[src/rtl/ethstat_pkg.sv]
package ethstat_pkg;
  localparam int NumCnt = 8;

  typedef enum logic [2:0] {
    CNT_ALIGN, CNT_RES, CNT_OVR, CNT_COL,
    CNT_SHORT, CNT_TXP, CNT_RXP, CNT_UNSUP
  } cntSel_e;

  typedef struct packed {
    logic              clr;
    logic [NumCnt-1:0] inc;
  } cntStrobe_t;

  localparam logic [15:0] MacCtlType  = 16'h8808;
  localparam logic [15:0] PauseOpcode = 16'h0001;
endpackage

[src/rtl/ethstat_ctrl.sv]
module ethstat_ctrl
  import ethstat_pkg::*;
(
  input  logic        clk,
  input  logic        rstN,
  input  logic        clear,
  input  logic        frameValid,
  input  logic        isShort,
  input  logic        crcBad,
  input  logic        misaligned,
  input  logic        collision,
  input  logic        overrun,
  input  logic        noResources,
  input  logic        saveBadFrames,
  input  logic [15:0] etherType,
  input  logic        addrValid,
  input  logic [15:0] opcode,
  input  logic        txPause,
  output cntStrobe_t  strobe
);
  logic inOverrun;
  logic ctlFrame;
  logic frameBad;

  always_ff @(posedge clk or negedge rstN) begin
    if (!rstN)           inOverrun <= 1'b0;
    else if (frameValid) inOverrun <= overrun;
  end

  always_comb begin
    ctlFrame = frameValid && addrValid && (etherType == MacCtlType);
    frameBad = isShort || crcBad;
    strobe            = '0;
    strobe.clr        = clear;
    strobe.inc[CNT_ALIGN] = frameValid && !isShort && misaligned && crcBad;
    strobe.inc[CNT_RES]   = frameValid && noResources && !(saveBadFrames && frameBad);
    strobe.inc[CNT_OVR]   = frameValid && overrun && !inOverrun;
    strobe.inc[CNT_COL]   = frameValid && collision;
    strobe.inc[CNT_SHORT] = frameValid && isShort;
    strobe.inc[CNT_TXP]   = txPause;
    strobe.inc[CNT_RXP]   = ctlFrame && (opcode == PauseOpcode);
    strobe.inc[CNT_UNSUP] = ctlFrame && (opcode != PauseOpcode);
  end

  AST_SHORT_NO_ALIGN: assert property (@(posedge clk) disable iff (!rstN)
    (frameValid && isShort) |-> !strobe.inc[CNT_ALIGN]);
  AST_ALIGN_NEEDS_BOTH: assert property (@(posedge clk) disable iff (!rstN)
    strobe.inc[CNT_ALIGN] |-> (crcBad && misaligned));
  AST_SAVEBAD_GATE: assert property (@(posedge clk) disable iff (!rstN)
    (frameValid && saveBadFrames && (isShort || crcBad)) |-> !strobe.inc[CNT_RES]);
  AST_OVR_ONCE: assert property (@(posedge clk) disable iff (!rstN)
    strobe.inc[CNT_OVR] |=> !strobe.inc[CNT_OVR]);
  AST_IDLE_QUIET: assert property (@(posedge clk) disable iff (!rstN)
    !frameValid |-> (strobe.inc & ~(8'd1 << CNT_TXP)) == '0);
endmodule

[src/rtl/ethstat_bank.sv]
module ethstat_bank
  import ethstat_pkg::*;
#(
  parameter int CntWidth   = 32,
  parameter int AddrWidth  = 8,
  parameter int BaseOffset = 44,
  parameter int DataWidth  = 32
) (
  input  logic                 clk,
  input  logic                 rstN,
  input  cntStrobe_t           strobe,
  input  logic [AddrWidth-1:0] rdAddr,
  output logic [DataWidth-1:0] rdData
);
  localparam int IdxW       = $clog2(NumCnt);
  localparam int LastOffset = BaseOffset + 4 * (NumCnt - 1);
  localparam logic [CntWidth-1:0] CntMax = '1;

  logic [CntWidth-1:0]  cnt [NumCnt];
  logic [AddrWidth-1:0] rel;
  logic [IdxW-1:0]      idx;
  logic                 hit;

  for (genvar g = 0; g < NumCnt; g++) begin : gCnt
    always_ff @(posedge clk or negedge rstN) begin
      if (!rstN)                                cnt[g] <= '0;
      else if (strobe.clr)                      cnt[g] <= '0;
      else if (strobe.inc[g] && cnt[g] != CntMax) cnt[g] <= cnt[g] + 1'b1;
    end

    AST_SAT_HOLD: assert property (@(posedge clk) disable iff (!rstN)
      ($past(cnt[g]) == CntMax && !$past(strobe.clr)) |-> cnt[g] == CntMax);
    AST_STEP_ONE: assert property (@(posedge clk) disable iff (!rstN)
      !$past(strobe.clr) |-> (cnt[g] == $past(cnt[g]) ||
                              cnt[g] == CntWidth'($past(cnt[g]) + 1'b1)));
    AST_CLEAR_ZERO: assert property (@(posedge clk) disable iff (!rstN)
      strobe.clr |=> cnt[g] == '0);
  end

  always_comb begin
    rel    = rdAddr - AddrWidth'(BaseOffset);
    idx    = rel[IdxW+1:2];
    hit    = (int'(rdAddr) >= BaseOffset) && (int'(rdAddr) <= LastOffset) &&
             (rdAddr[1:0] == 2'b00);
    rdData = '0;
    if (hit) rdData[CntWidth-1:0] = cnt[idx];
  end

  AST_MISS_ZERO: assert property (@(posedge clk) disable iff (!rstN)
    (int'(rdAddr) < BaseOffset || int'(rdAddr) > LastOffset) |-> rdData == '0);
endmodule

[src/rtl/ethstat_top.sv]
module ethstat_top
  import ethstat_pkg::*;
#(
  parameter int CntWidth = 32
) (
  input  logic        clk,
  input  logic        rstN,
  input  logic        clear,
  input  logic        frameValid,
  input  logic        isShort,
  input  logic        crcBad,
  input  logic        misaligned,
  input  logic        collision,
  input  logic        overrun,
  input  logic        noResources,
  input  logic        saveBadFrames,
  input  logic [15:0] etherType,
  input  logic        addrValid,
  input  logic [15:0] opcode,
  input  logic        txPause,
  input  logic [7:0]  rdAddr,
  output logic [31:0] rdData
);
  cntStrobe_t strobe;

  ethstat_ctrl u_ctrl (
    .clk, .rstN, .clear, .frameValid, .isShort, .crcBad, .misaligned,
    .collision, .overrun, .noResources, .saveBadFrames, .etherType,
    .addrValid, .opcode, .txPause, .strobe
  );

  ethstat_bank #(.CntWidth(CntWidth), .AddrWidth(8), .BaseOffset(44),
                 .DataWidth(32)) u_bank (
    .clk, .rstN, .strobe, .rdAddr, .rdData
  );
endmodule

[config.mk]
export PLATFORM = sky130hd
export DESIGN_NAME = ethstat_top
export DESIGN_NICKNAME = d
export VERILOG_FILES = /design/src/rtl/ethstat_pkg.sv /design/src/rtl/ethstat_ctrl.sv /design/src/rtl/ethstat_bank.sv /design/src/rtl/ethstat_top.sv
export SDC_FILE = /design/constraint.sdc
export NUM_CORES = 1
export LEC_CHECK = 0
export ABC_AREA = 1
export BUFFER_PORTS_ARGS = -buffer_cell sky130_fd_sc_hd__buf_2
export CAP_MARGIN = 0
export CORE_MARGIN = 4
export CORE_UTILIZATION = 65
export DETAILED_ROUTE_END_ITERATION = 12
export GPL_ROUTABILITY_DRIVEN = 0
export PLACE_DENSITY = 0.83
export SYNTH_ARGS = -nofsm -noshare
export SYNTH_HDL_FRONTEND = slang
export SYNTH_SLANG_ARGS = --single-unit
[constraint.sdc]
create_clock -name clk -period 5.5 [get_ports clk]
set_input_delay 1.375 -clock clk [delete_from_list [all_inputs] [get_ports clk]]
set_output_delay 1.375 -clock clk [all_outputs]
set_load 0.005 [all_outputs]
[After elaboration in Yosys (flattened, before gate mapping)]
Cells that the tools add are included.
Cells by class
  mux-type cells: 20
  add/sub/neg operators: 9
  shift operators: 0
  div/mod/pow operators: 0
  multipliers: 0
  bitwise gates (word level): 1
  reduce and logical (&&, ||, !) cells: 37
  $lt $le $gt $ge: 3
  equal/unequal tests: 11
Operators with widths (count)
  two-way mux 32 bit: 19
  adder 32 x 1 -> 32 bit (second input constant): 8
  inequality test 32 bit (second input constant): 8
  binary-select mux 32 bit (select 3 bit): 1
  logical AND 1 bit: 24
  == test 16 x 1 -> 1 bit (second input constant): 1
  == test 16 bit (second input constant): 1
  inequality test 16 x 1 -> 1 bit (second input constant): 1
  nonzero test 2 bit: 8
  >= comparator 8 x 6 -> 1 bit (second input constant): 1
  less-or-equal comparator 8 x 7 -> 1 bit (second input constant): 1
  subtractor 5 x 4 -> 5 bit (second input constant): 1
  >= comparator 4 bit (second input constant): 1
  NOT 3 -> 4 bit: 1
  logical NOT 1 bit: 3
  logical NOT 2 bit: 1
  logical OR 1 bit: 1
Word-level totals
  word-level logic and storage cells: 90
  memories kept: 0
  bits in writable memories: 0
  latch bits: 0
  output and inout bits: 32
  memory bits (read-only): 0
  input bits: 53
  register bits: 257

[Depth between registers and ports, before layout]
  depth in word-level cells: 7
  mapped depth: 12
  gate-level depth less buffers: 11

[By module]
Synthesis repeated with hierarchy kept, for this count alone.
Second synthesis, totals
  cells, all modules: 3192
  area, all modules: 19645.1 µm²
By module, submodules not included
  ethstat_bank: area an instance 19371.1 µm², seq. area each 6406.1 µm², instances 1, cells each 3131
  ethstat_ctrl: area an instance 274.0 µm², seq. area each 25.0 µm², instances 1, cells each 61

[Worst setup path after synthesis]
Ideal clock, no wire load.
  path kind: input to output
  from: input port rdAddr[2]
  to: output port rdData[31]
  required time: 4125 ps
  path buffers: 5
  data arrival time: 3120 ps
  cell stages on the path: 12
  slack: 1005 ps
  cells stage by stage: inv_2 buf_2 clkbuf_1 ha_1 buf_2 clkbuf_1 clkbuf_1 a21oi_1 o21ai_0 o211ai_1 nand2_1 nor2_1
Between the ends
  longest elaborated chain between the ends: 6
  elaborated cells on any way between the ends: 10
  classes of those cells: 1 x add/sub; 2 x order compare; 4 x mux; 1 x bitwise; 2 x reduce/logical
Ends and longest elaborated chain
  start: declaration: RTL line ethstat_top.sv:21  | input logic [7:0] rdAddr,
  subtractor 5 x 4 -> 5 bit: RTL line ethstat_bank.sv:41  | rel = rdAddr - AddrWidth'(BaseOffset);
  NOT 3 -> 4 bit (implied by the code): RTL line ethstat_bank.sv:46  | if (hit) rdData[CntWidth-1:0] = cnt[idx];
  binary-select mux 32 bit (select 3 bit): RTL line ethstat_bank.sv:46
  two-way mux 32 bit (implied by the code) (2 in series): RTL line ethstat_bank.sv:46
  two-way mux 32 bit (*): RTL line ethstat_bank.sv:46
  end: declaration: RTL line ethstat_top.sv:22  | output logic [31:0] rdData
Mark *: on every way between the ends. The rest lies on a longest branch, timed or not. The select of a mux whose other input is x is not followed.

[Worst setup path after layout]
  from: input port rdAddr[2]
  to: output port rdData[20]
Same word-level chain as after synthesis.

==> flow_metrics.py <==
metrics = {
    "critical_path": {
        "worstPathCellList": "buf_2 -> inv_4 -> ha_4 -> buf_12 -> a21oi_1 -> o21ai_0 -> o211ai_1 -> nand2_1 -> nor2_1 -> buf_2",
        "crit_path_start": "rdAddr[2]",
        "endpoint_kind": "primary output",
        "path_class": "in -> out",
        "path_max_fanout": 107,
        "r2r_slack_ps": 2630,
        "r2r_cells": 10,
        "worstPathRequired_ps": 4120,
        "crit_path_max_incr_delay_ps": 370,
        "cp.arrival_ps": 3410,
        "crit_top_cell": "buf_2",
        "crit_slowest_cell": "buf_12",
        "worstReg2RegStart": "u_bank.cnt[1]$_DFFE_PN0P_",
        "r2r-end": "u_bank.cnt[29]$_DFFE_PN0P_",
        "start_kind": "input port",
    },
    "route": {
        "drt-total-wl_um": 68500,
        "antenna_left": 0,
        "viasPerCell": 6.09,
        "num_vias": 22700,
        "wl_per_cell_um": 18.4,
        "drc": 0,
        "dr.first_iter.drc_count": 2928,
        "dr.pass1.iters": 7,
    },
    "synthesis": {
        "synth_common_cells": "1087 x nand2_1, 605 x nor2_1, 279 x nand3_1",
        "synthCells": 3286,
        "synthArstFlopShare_pct": 100,
        "synth-warning-count": 0,
        "syn_area_per_cell_um2": 6.13,
        "seq_area_frac_synth_pct": 31.9,
        "synth_edf_count": 0,
        "synth.most_common_cell": "nand2_1",
        "yosysUniqueCellTypes": 47,
        "synthFlopType": "dfrtp_1",
        "synth.largest_area_cell": "dfrtp_1",
        "synthTopCellsByArea": "dfrtp_1 32%, nand2_1 20%, nor2_1 11%, nand3_1 6.9%, inv_1 4.9%",
        "synth-seq-cells": 257,
        "syn-cell-area_mm2": 0.0202,
        "syn-num-nets": 3349,
        "synth_top_area_share_pct": 31.9,
    },
    "outcome": {
        "status": "completed",
    },
    "die": {
        "die_h_um": 184,
        "core_area_mm2": 0.0306,
        "io_pins": 85,
        "die_x_um": 184,
        "design.die.area_mm2": 0.0339,
        "placementRows": 64,
        "initial_core_util_pct": 65.9,
    },
    "timing": {
        "timing.final.ws_setup_ps": 716,
        "rsz0062_at_grt": "no",
        "setup_viol": 0,
        "max_freq_ghz": 0.209,
        "final.setup_skew_ps": 30.2,
        "relSlewSlack_pct": 30.7,
        "slew_viol_final": 0,
        "period_needed_ps": 4780,
        "hold_viol_final": 0,
        "tightest_slew_ps": 1040,
        "fin_crit_sh_pct": 87.0,
        "tns_ps": 0,
    },
    "clocking": {
        "clk_pin_slew_ps": 60,
        "cts_buffers": 31,
        "cts-root-buf": "clkbuf_16",
        "cts_resized": 0,
        "clk_latency_ps": 610,
        "clock_path_buffers": 3,
        "post_cts_buffers": 0,
        "cts_tree": "yes",
        "hold_buffers": 0,
        "cts_sinks": 257,
        "cts-htree-levels": 1,
    },
    "worst_hold_path": {
        "min_to": "u_ctrl.inOverrun$_DFFE_PN0P_",
        "worstHoldStart": "u_ctrl.inOverrun$_DFFE_PN0P_",
        "hold_class": "reg -> reg",
        "min_path_cells": 2,
    },
    "power_and_ir_drop": {
        "power_leakage_nw": 10.0,
        "total_power_w": 0.00456,
        "p_per_area_mw_per_mm2": 210,
        "ir_drop_v": 0.000258,
    },
    "grt": {
        "grt_pass1_vias": 20800,
        "antenna_found_initial": 2,
        "grt_usage_pct": 39.7,
        "grt_max_degree": 171,
        "grt_pass1_wl_um": 109000,
        "grt-ovfl-total": 0,
    },
    "finish": {
        "diodes": 0,
        "nets": 3363,
        "drive_above_1_share_pct": 7.25,
        "area_growth_pct": 7.82,
    },
    "placement": {
        "preCtsSetupSlack_ps": 873,
        "dp_hpwl_um": 49200,
        "io_buffers": 84,
    },
    "job": {
        "maxCapViolations": 0,
    },
}
-- state kept, by name (all words and copies together) (netlist names) --
| name | cells |
|---|---|
| u_bank.cnt | 256 |
| u_ctrl.inOverrun | 1 |
-- cells in the final DEF (no fill, tap or decap), types with 67 or more instances in the layout --
master and n:
inv_1 265, dfrtp_1 257, o21ai_0 187, xor2_1 67, nand4_1 74, nand3_1 279
nor2_1 605, nand2_1 1087, a21oi_1 92, buf_2 83
-- kinds of logic after synthesis --
kind of cell / Yosys count / share of synthesized area (%)
AND/OR/NAND/NOR: 2163 / 45.4
buffers and inverters: 396 / 8.23
AO/OA/AOI/OAI: 376 / 10.2
flip-flops: 257 / 31.9
XOR/XNOR: 84 / 3.65
adder cells (fa/ha/maj): 10 / 0.621
-- critical path: cells and delay by family --
kind,cells,cell delay (ps)
adders and majority gates,1,280
and+or+nand+nor,2,270
AOI/OAI and AO/OA,3,690
buffers and inverters,4,750
-- worst max path at each step --
| stage | end | slack [ps] | cells past startpoint |
|---|---|---|---|
| 4_1_cts | rdData[20] | 870 | 10 |
| 3_5_place_dp | rdData[20] | 870 | 10 |
| 3_3_place_gp | rdData[20] | 870 | 10 |
| 5_1_grt | rdData[27] | 730 | 9 |
| 6_report | rdData[20] | 720 | 10 |
| 2_1_floorplan | rdData[31] | 1010 | 12 |
-- report_power, final --
| group | leakage, nW | switching [W] | internal [W] | total (W) |
|---|---|---|---|---|
| Sequential | 3.59 | 0.00000543 | 0.00190 | 0.00190 |
| Clock | 0.518 | 0.000885 | 0.00129 | 0.00217 |
| Combinational | 5.92 | 0.000366 | 0.000114 | 0.000480 |
| Total | 10.0 | 0.00126 | 0.00330 | 0.00456 |
-- cell type report --
class                   instances  area (um2)
multi-input cells            2633       12100
well taps                     396         495
flip-flops and latches        257        6430
repair buffers                102         603
clock inverters                12         146
inverters                     275        1050
clock buffers                  44         915
fillers                      2686        8860
-- stage by stage --
stage / area (um2) / hold WS [ps] / cells / util (%)
2_1_floorplan: 20200 / 483 / 3286 / -
3_3_place_gp: 20700 / 500 / 3663 / 67.6
3_5_place_dp: 20700 / 528 / 3663 / 67.6
4_1_cts: 21700 / 542 / 3719 / 71.0
5_1_grt: 21700 / 568 / 3719 / 71.0
6_report: 21700 / 533 / 3719 / 71.0
-- routing by layer --
layer	share of wire [%]	GRT usage [%]	wire length, um	up-vias
met5	0.018	0	12	-
met4	5.7	18.1	3880	2
met3	14	11.1	9280	295
met2	43	60.2	29300	1465
met1	38	53.1	26000	10400
li1	-	-	-	10500
Power figures use the tool's default switching activity.
